File: src/rtl/alu2_pkg.sv
package alu2_pkg;

    localparam int DATA_W   = 16;
    localparam int BYTE_W   = 8;
    localparam int DIGITS   = DATA_W / 4;
    localparam int B_DIGITS = BYTE_W / 4;

    typedef enum logic [3:0] {
        OP_MOV  = 4'h4,
        OP_ADD  = 4'h5,
        OP_ADDC = 4'h6,
        OP_SUBC = 4'h7,
        OP_SUB  = 4'h8,
        OP_CMP  = 4'h9,
        OP_DADD = 4'hA,
        OP_BIT  = 4'hB,
        OP_BIC  = 4'hC,
        OP_BIS  = 4'hD,
        OP_XOR  = 4'hE,
        OP_AND  = 4'hF
    } alu_op_e;

    // How an operation treats the status bits
    typedef enum logic [2:0] {
        FK_KEEP,
        FK_ARITH,
        FK_DEC,
        FK_LOGIC,
        FK_XOR
    } flag_kind_e;

    typedef struct packed {
        logic v;
        logic n;
        logic z;
        logic c;
    } flags_t;

    function automatic logic sign_of(logic [DATA_W-1:0] x, logic narrow);
        return narrow ? x[BYTE_W-1] : x[DATA_W-1];
    endfunction

    function automatic logic [DATA_W-1:0] width_mask(logic [DATA_W-1:0] x, logic narrow);
        return narrow ? {{(DATA_W-BYTE_W){1'b0}}, x[BYTE_W-1:0]} : x;
    endfunction

endpackage

File: src/rtl/alu2_bin_add.sv
module alu2_bin_add #(
    parameter int W  = 16,
    parameter int NW = 8
) (
    input  logic [W-1:0] a,
    input  logic [W-1:0] b,
    input  logic         cin,
    input  logic         narrow,
    output logic [W-1:0] sum,
    output logic         cout,
    output logic         ovf
);
    logic [W:0]  wide_s;
    logic [NW:0] nar_s;
    logic        sa, sb, sr;

    always_comb begin
        wide_s = {1'b0, a} + {1'b0, b} + {{W{1'b0}}, cin};
        nar_s  = {1'b0, a[NW-1:0]} + {1'b0, b[NW-1:0]} + {{NW{1'b0}}, cin};
        if (narrow) begin
            sum  = {{(W-NW){1'b0}}, nar_s[NW-1:0]};
            cout = nar_s[NW];
            sa   = a[NW-1];
            sb   = b[NW-1];
            sr   = nar_s[NW-1];
        end else begin
            sum  = wide_s[W-1:0];
            cout = wide_s[W];
            sa   = a[W-1];
            sb   = b[W-1];
            sr   = wide_s[W-1];
        end
        // b is already inverted for subtraction, so one rule covers both
        ovf = (sa == sb) && (sr != sa);
    end
endmodule

File: src/rtl/alu2_bcd_add.sv
module alu2_bcd_add #(
    parameter int ND  = 4,
    parameter int NND = 2
) (
    input  logic [4*ND-1:0] a,
    input  logic [4*ND-1:0] b,
    input  logic            cin,
    input  logic            narrow,
    output logic [4*ND-1:0] sum,
    output logic            cout
);
    logic [ND:0]     cy;
    logic [4*ND-1:0] raw_sum;

    assign cy[0] = cin;

    for (genvar g = 0; g < ND; g++) begin : g_digit
        logic [4:0] raw;
        logic       adj;
        assign raw = {1'b0, a[4*g +: 4]} + {1'b0, b[4*g +: 4]} + {4'b0, cy[g]};
        assign adj = raw > 5'd9;
        assign raw_sum[4*g +: 4] = adj ? raw[3:0] + 4'd6 : raw[3:0];
        assign cy[g+1] = adj;
    end

    assign sum  = narrow ? {{(4*(ND-NND)){1'b0}}, raw_sum[4*NND-1:0]} : raw_sum;
    assign cout = narrow ? cy[NND] : cy[ND];
endmodule

File: src/rtl/alu2_flag_reg.sv
module alu2_flag_reg
    import alu2_pkg::*;
(
    input  logic   clk,
    input  logic   rst,
    input  logic   en,
    input  flags_t upd,
    input  flags_t nxt,
    output flags_t q
);
    always_ff @(posedge clk) begin
        if (rst) begin
            q <= '0;
        end else if (en) begin
            if (upd.v) q.v <= nxt.v;
            if (upd.n) q.n <= nxt.n;
            if (upd.z) q.z <= nxt.z;
            if (upd.c) q.c <= nxt.c;
        end
    end

    // reset clears every flag
    a_r10_reset_clears: assert property (@(posedge clk) rst |=> (q == '0));
    // no enable, no change
    a_r10_hold_idle: assert property (@(posedge clk) disable iff (rst)
        !en |=> $stable(q));
endmodule

File: src/rtl/alu2_exec.sv
module alu2_exec
    import alu2_pkg::*;
(
    input  logic        clk,
    input  logic        rst,
    input  logic        exec_en,
    input  logic [3:0]  opcode,
    input  logic        byte_sel,
    input  logic [15:0] src_op,
    input  logic [15:0] dst_op,
    output logic [15:0] result,
    output logic        wr_en,
    output logic        illegal,
    output logic        flag_v,
    output logic        flag_n,
    output logic        flag_z,
    output logic        flag_c
);
    alu_op_e          op;
    flags_t           fq, fnxt, fupd;
    flag_kind_e       kind;
    logic [DATA_W-1:0] add_b, add_sum, bcd_sum, raw_res;
    logic              add_cin, add_cout, add_ovf, bcd_cout;
    logic              res_zero, res_neg;

    assign op = alu_op_e'(opcode);

    // operand preparation for the binary adder
    always_comb begin
        add_b   = src_op;
        add_cin = 1'b0;
        unique case (op)
            OP_ADDC:        add_cin = fq.c;
            OP_SUB, OP_CMP: begin add_b = ~src_op; add_cin = 1'b1; end
            OP_SUBC:        begin add_b = ~src_op; add_cin = fq.c; end
            default: ;
        endcase
    end

    alu2_bin_add #(.W(DATA_W), .NW(BYTE_W)) u_add (
        .a(dst_op), .b(add_b), .cin(add_cin), .narrow(byte_sel),
        .sum(add_sum), .cout(add_cout), .ovf(add_ovf)
    );

    alu2_bcd_add #(.ND(DIGITS), .NND(B_DIGITS)) u_bcd (
        .a(dst_op), .b(src_op), .cin(fq.c), .narrow(byte_sel),
        .sum(bcd_sum), .cout(bcd_cout)
    );

    // result selection and write-back decision
    always_comb begin
        raw_res = '0;
        wr_en   = 1'b0;
        illegal = 1'b0;
        kind    = FK_KEEP;
        unique case (op)
            OP_MOV:  begin raw_res = src_op;            wr_en = 1'b1; end
            OP_ADD, OP_ADDC, OP_SUB, OP_SUBC:
                     begin raw_res = add_sum;           wr_en = 1'b1; kind = FK_ARITH; end
            OP_CMP:  begin raw_res = add_sum;                         kind = FK_ARITH; end
            OP_DADD: begin raw_res = bcd_sum;           wr_en = 1'b1; kind = FK_DEC;   end
            OP_BIT:  begin raw_res = src_op & dst_op;                 kind = FK_LOGIC; end
            OP_AND:  begin raw_res = src_op & dst_op;   wr_en = 1'b1; kind = FK_LOGIC; end
            OP_BIC:  begin raw_res = ~src_op & dst_op;  wr_en = 1'b1; end
            OP_BIS:  begin raw_res = src_op | dst_op;   wr_en = 1'b1; end
            OP_XOR:  begin raw_res = src_op ^ dst_op;   wr_en = 1'b1; kind = FK_XOR;   end
            default: illegal = 1'b1;
        endcase
    end

    assign result   = width_mask(raw_res, byte_sel);
    assign res_zero = (result == '0);
    assign res_neg  = sign_of(result, byte_sel);

    // flag rules per operation class
    always_comb begin
        fnxt   = '0;
        fupd   = '0;
        fnxt.n = res_neg;
        fnxt.z = res_zero;
        unique case (kind)
            FK_ARITH: begin fupd = 4'b1111; fnxt.v = add_ovf; fnxt.c = add_cout; end
            FK_DEC:   begin fupd = 4'b0111; fnxt.c = bcd_cout; end
            FK_LOGIC: begin fupd = 4'b1111; fnxt.v = 1'b0; fnxt.c = ~res_zero; end
            FK_XOR:   begin
                fupd   = 4'b1111;
                fnxt.v = sign_of(src_op, byte_sel) & sign_of(dst_op, byte_sel);
                fnxt.c = ~res_zero;
            end
            default: ;
        endcase
    end

    alu2_flag_reg u_flags (
        .clk(clk), .rst(rst), .en(exec_en), .upd(fupd), .nxt(fnxt), .q(fq)
    );

    assign flag_v = fq.v;
    assign flag_n = fq.n;
    assign flag_z = fq.z;
    assign flag_c = fq.c;

    // byte results carry nothing above bit 7
    a_r2_byte_upper_zero: assert property (@(posedge clk) disable iff (rst)
        byte_sel |-> (result[15:8] == 8'h00));
    // an unused opcode leaves the flags alone
    a_r1_illegal_keeps_flags: assert property (@(posedge clk) disable iff (rst)
        (exec_en && opcode < 4'h4) |=> $stable({flag_v, flag_n, flag_z, flag_c}));
    // move, bit-set and bit-clear keep the flags
    a_r8_keep_flags: assert property (@(posedge clk) disable iff (rst)
        (exec_en && (opcode == 4'h4 || opcode == 4'hC || opcode == 4'hD))
        |=> $stable({flag_v, flag_n, flag_z, flag_c}));
    // after AND or BIT, V is clear and C is the inverse of Z
    a_r6_logic_flags: assert property (@(posedge clk) disable iff (rst)
        (exec_en && (opcode == 4'hF || opcode == 4'hB)) |=> (!flag_v && (flag_c != flag_z)));
    // compare never writes
    a_r5_cmp_no_write: assert property (@(posedge clk) disable iff (rst)
        (opcode == 4'h9) |-> !wr_en);
    // decimal add keeps V
    a_r9_dec_keeps_v: assert property (@(posedge clk) disable iff (rst)
        (exec_en && opcode == 4'hA) |=> $stable(flag_v));
endmodule

File: config.mk
export PLATFORM = sky130hd
export DESIGN_NAME = alu2_exec
export DESIGN_NICKNAME = d
export VERILOG_FILES = /design/src/rtl/alu2_pkg.sv /design/src/rtl/alu2_bin_add.sv /design/src/rtl/alu2_bcd_add.sv /design/src/rtl/alu2_flag_reg.sv /design/src/rtl/alu2_exec.sv
export SDC_FILE = /design/constraint.sdc
export NUM_CORES = 1
export LEC_CHECK = 0
export ABC_AREA = 1
export BUFFER_PORTS_ARGS = -buffer_cell sky130_fd_sc_hd__buf_2
export CAP_MARGIN = 15
export CORE_ASPECT_RATIO = 0.8
export CORE_MARGIN = 4
export CORE_UTILIZATION = 62
export DETAILED_ROUTE_END_ITERATION = 12
export GPL_TIMING_DRIVEN = 0
export PLACE_DENSITY = 0.87
export SYNTH_ARGS = -nofsm -noshare
export SYNTH_HDL_FRONTEND = slang
export SYNTH_SLANG_ARGS = --single-unit
File: constraint.sdc
create_clock -name clk -period 18.6 [get_ports clk]
set_input_delay 3.72 -clock clk [delete_from_list [all_inputs] [get_ports clk]]
set_output_delay 3.72 -clock clk [all_outputs]
set_load 0.02 [all_outputs]
==> results.yml <==
status:
  status: "complete, no violations"
cts:
  clk_pin_slew_ps: 30
  cts_max_level: 1
  post_cts_buffers: 0
  clkLatencyLatePin_ps: 220
  cts.hold.buffers_added: 0
  cts.sinks: 4
  clock-root-buffer: "clkbuf_8"
  cts_resized: 0
  cts_tree: "yes"
  cts_buffers: 3
  clock_path_buffers: 2
sta:
  rsz0062_at_grt: "false"
  setup_viol: 0
  drv_slew: 0
  hold_viol: 0
  post-route-period-util_pct: 82.4
  fin_tns_setup_ps: 0
  fin_crit_ps: 15330
  fin_skew_ps: 2.99
  slew-limit-headroom_pct: 59.8
  worstMarginPinSlew_ps: 602
  fmax_mhz: 65.2
synthesis:
  synth.area.top_cells: "nand2_1, ha_1, inv_1"
  synthDominantCellAreaShare_pct: 19.1
  ys_seq_area_share_pct: 2.26
  synth-edff-count: 0
  ys.flop_type: "dfxtp_1"
  ys_types: 35
  async_flop_share_pct: 0
  syn_nets: 739
  avgSynthCellArea_um2: 5.55
  yosys.area.top_type: "nand2_1"
  postSynthCellCount: 639
  netlist_area_um2: 3540
  ys_ff_latch: 4
  yosysWarnings: 0
grt:
  antenna_found_initial: 0
  grt_first_pass_wirelength_mm: 18.5
  grt_overflow_total: 0
  grt_usage_pct: 32.5
  grt_max_degree: 11
  grt_pass1_vias: 3883
layout:
  layout.nets: 805
  fin_util_pct: 72.6
  fill_cells: 509
  reg_top3: "u_flags.q: 4 flops"
  top_register: "u_flags.q"
  syn_to_final_growth_pct: 12.5
  drive_gt1_share_pct: 11.2
  largest_reg_flops: 4
  num_antenna_cells: 0
worst_setup_path:
  cp_common_cell: "nand2_1"
  crit_fanout: 5
  cp_top_family: "adder cells"
  path_class: "in -> out"
  worstPathRequired_ps: 14880
  critPathMaxStageDelay_ps: 500
  cp.buffers_inverters: 10
  cp_slowest_cell: "fa_1"
  crit_arrival_ps: 11610
  crit_path_end_kind: "output pin"
  worstSetupStartpointType: "input pin"
drt:
  drt_pass1_iterations: 8
  avgViaCountPerCell: 5.73
  drtIter0Drc: 398
  wl_per_cell_um: 14.3
  vias: 4472
  drcViolationCount: 0
  wl_mm: 11.2
  ant_nets: 0
placed_design:
  port_buffers: 61
  dpl.hpwl_mm: 9.26
  gp_congestion: 1.05
job:
  max_cap_viol_count: 0
floorplan:
  die_y_um: 75.6
  ios: 62
  coreArea_um2: 5500
  die_area_um2: 7000
  die_x_um: 92.5
  start_util_pct: 64.5
  rows: 24
power:
  peakVddDrop_v: 0.0000377
  power.internal_uw: 79.6
  p_leak_uw: 0.00243
  switching_share_pct: 58.1
  power.share.clock_pct: 10.0
  power.total_uw: 190
  seq_power_share_pct: 5.2
  pwr-share-comb_pct: 84.9
  power_density_nw_per_um2: 47.6
  netSwitchingPower_uw: 110
hold_path:
  hold_class: "reg -> reg"
[synth_stat cells, types with 4 or more instances]
cell	n
a21oi_1	45
a31oi_1	4
and2_1	4
dfxtp_1	4
fa_1	10
ha_1	50
inv_1	115
inv_2	4
nand2_1	180
nand3_1	71
nand3b_1	5
nand4_1	6
nor2_1	49
o21ai_0	33
o221ai_1	8
xor2_1	17
[placed cells by master, fill, tap and decap left out, types with 10 or more instances in the layout]
master,n
buf_2,64
o21ai_0,33
a21oi_1,45
inv_1,115
nand2_1,180
fa_1,10
ha_1,50
nand3_1,71
nor2_1,49
xor2_1,17
[logic make-up (layout without fill, tap and decap cells)]
group,after synthesis,in the layout,synth area share [%]
simple gates,321,321,38.1
fa+ha+maj,60,60,23.3
compound gates,109,109,17.7
xor+xnor,19,19,4.70
flops,4,4,2.26
buf+inv,126,190,14.0
[path summary, 6_finish.rpt]
| kind | start | endpoint | slack [ps] | depth (start not counted) |
|---|---|---|---|---|
| hold / removal | u_flags.q[2] | u_flags.q[2] | 540 | 2 |
| hold reg to reg | u_flags.q[2] | u_flags.q[2] | 540 | 2 |
| setup reg to reg | u_flags.q[0] | u_flags.q[0] | 10170 | 46 |
| setup / recovery | src_op[0] | result[15] | 3270 | 44 |
[layer usage]
metal	wire [um]	GRT usage, %	vias up	part of all wire, %
met5	0	0	-	0
met2	4740	53.0	245	42
met3	1200	4.24	22	11
met4	182	6.59	0	1.6
met1	5080	46.6	1990	45
li1	-	-	2215	-
[per-stage QoR]
| step | setup WS [ps] | area, um2 | instances | hold slack [ps] |
|---|---|---|---|---|
| finish | 3270 | 3990 | 781 | 541 |
| global route | 2670 | 3990 | 781 | 626 |
| CTS | 3390 | 3990 | 781 | 537 |
| detailed placement | 3400 | 3950 | 778 | 526 |
| global placement | 3610 | 3950 | 778 | 512 |
| floorplan | 4630 | 3540 | 639 | 605 |
[layout make-up]
type                       instances  area, um2  area share, %
tap                               78       97.6           2.45
clock buffer                       3       41.3           1.04
timing repair buffer              61        305           7.66
buffer                             7       48.8           1.22
sequential                         4       80.1           2.01
inverter                         119        447           11.2
multi-input combinational        509       2970           74.4
[power by group through the flow]
stage / Clock, uW / Sequential [uW] / Combinational, uW
6_report: 18.9 / 9.83 / 161
5_1_grt: 19.7 / 9.86 / 182
4_1_cts: 18.7 / 9.79 / 158
3_5_place_dp: 0 / 9.89 / 157
3_3_place_gp: 0 / 9.83 / 153
2_1_floorplan: 0 / 10.6 / 114
[worst reg2reg max path, delay by kind of cell (launching register included)]
family / cells / cell delay, ps
AOI/OAI and AO/OA: 5 / 400
adders and majority gates: 11 / 4320
and+or+nand+nor: 21 / 2220
xor gates and xnor gates: 2 / 520
DFF: 1 / 350
buffers and inverters: 7 / 490
No activity file was read; power rests on OpenSTA's default activity.
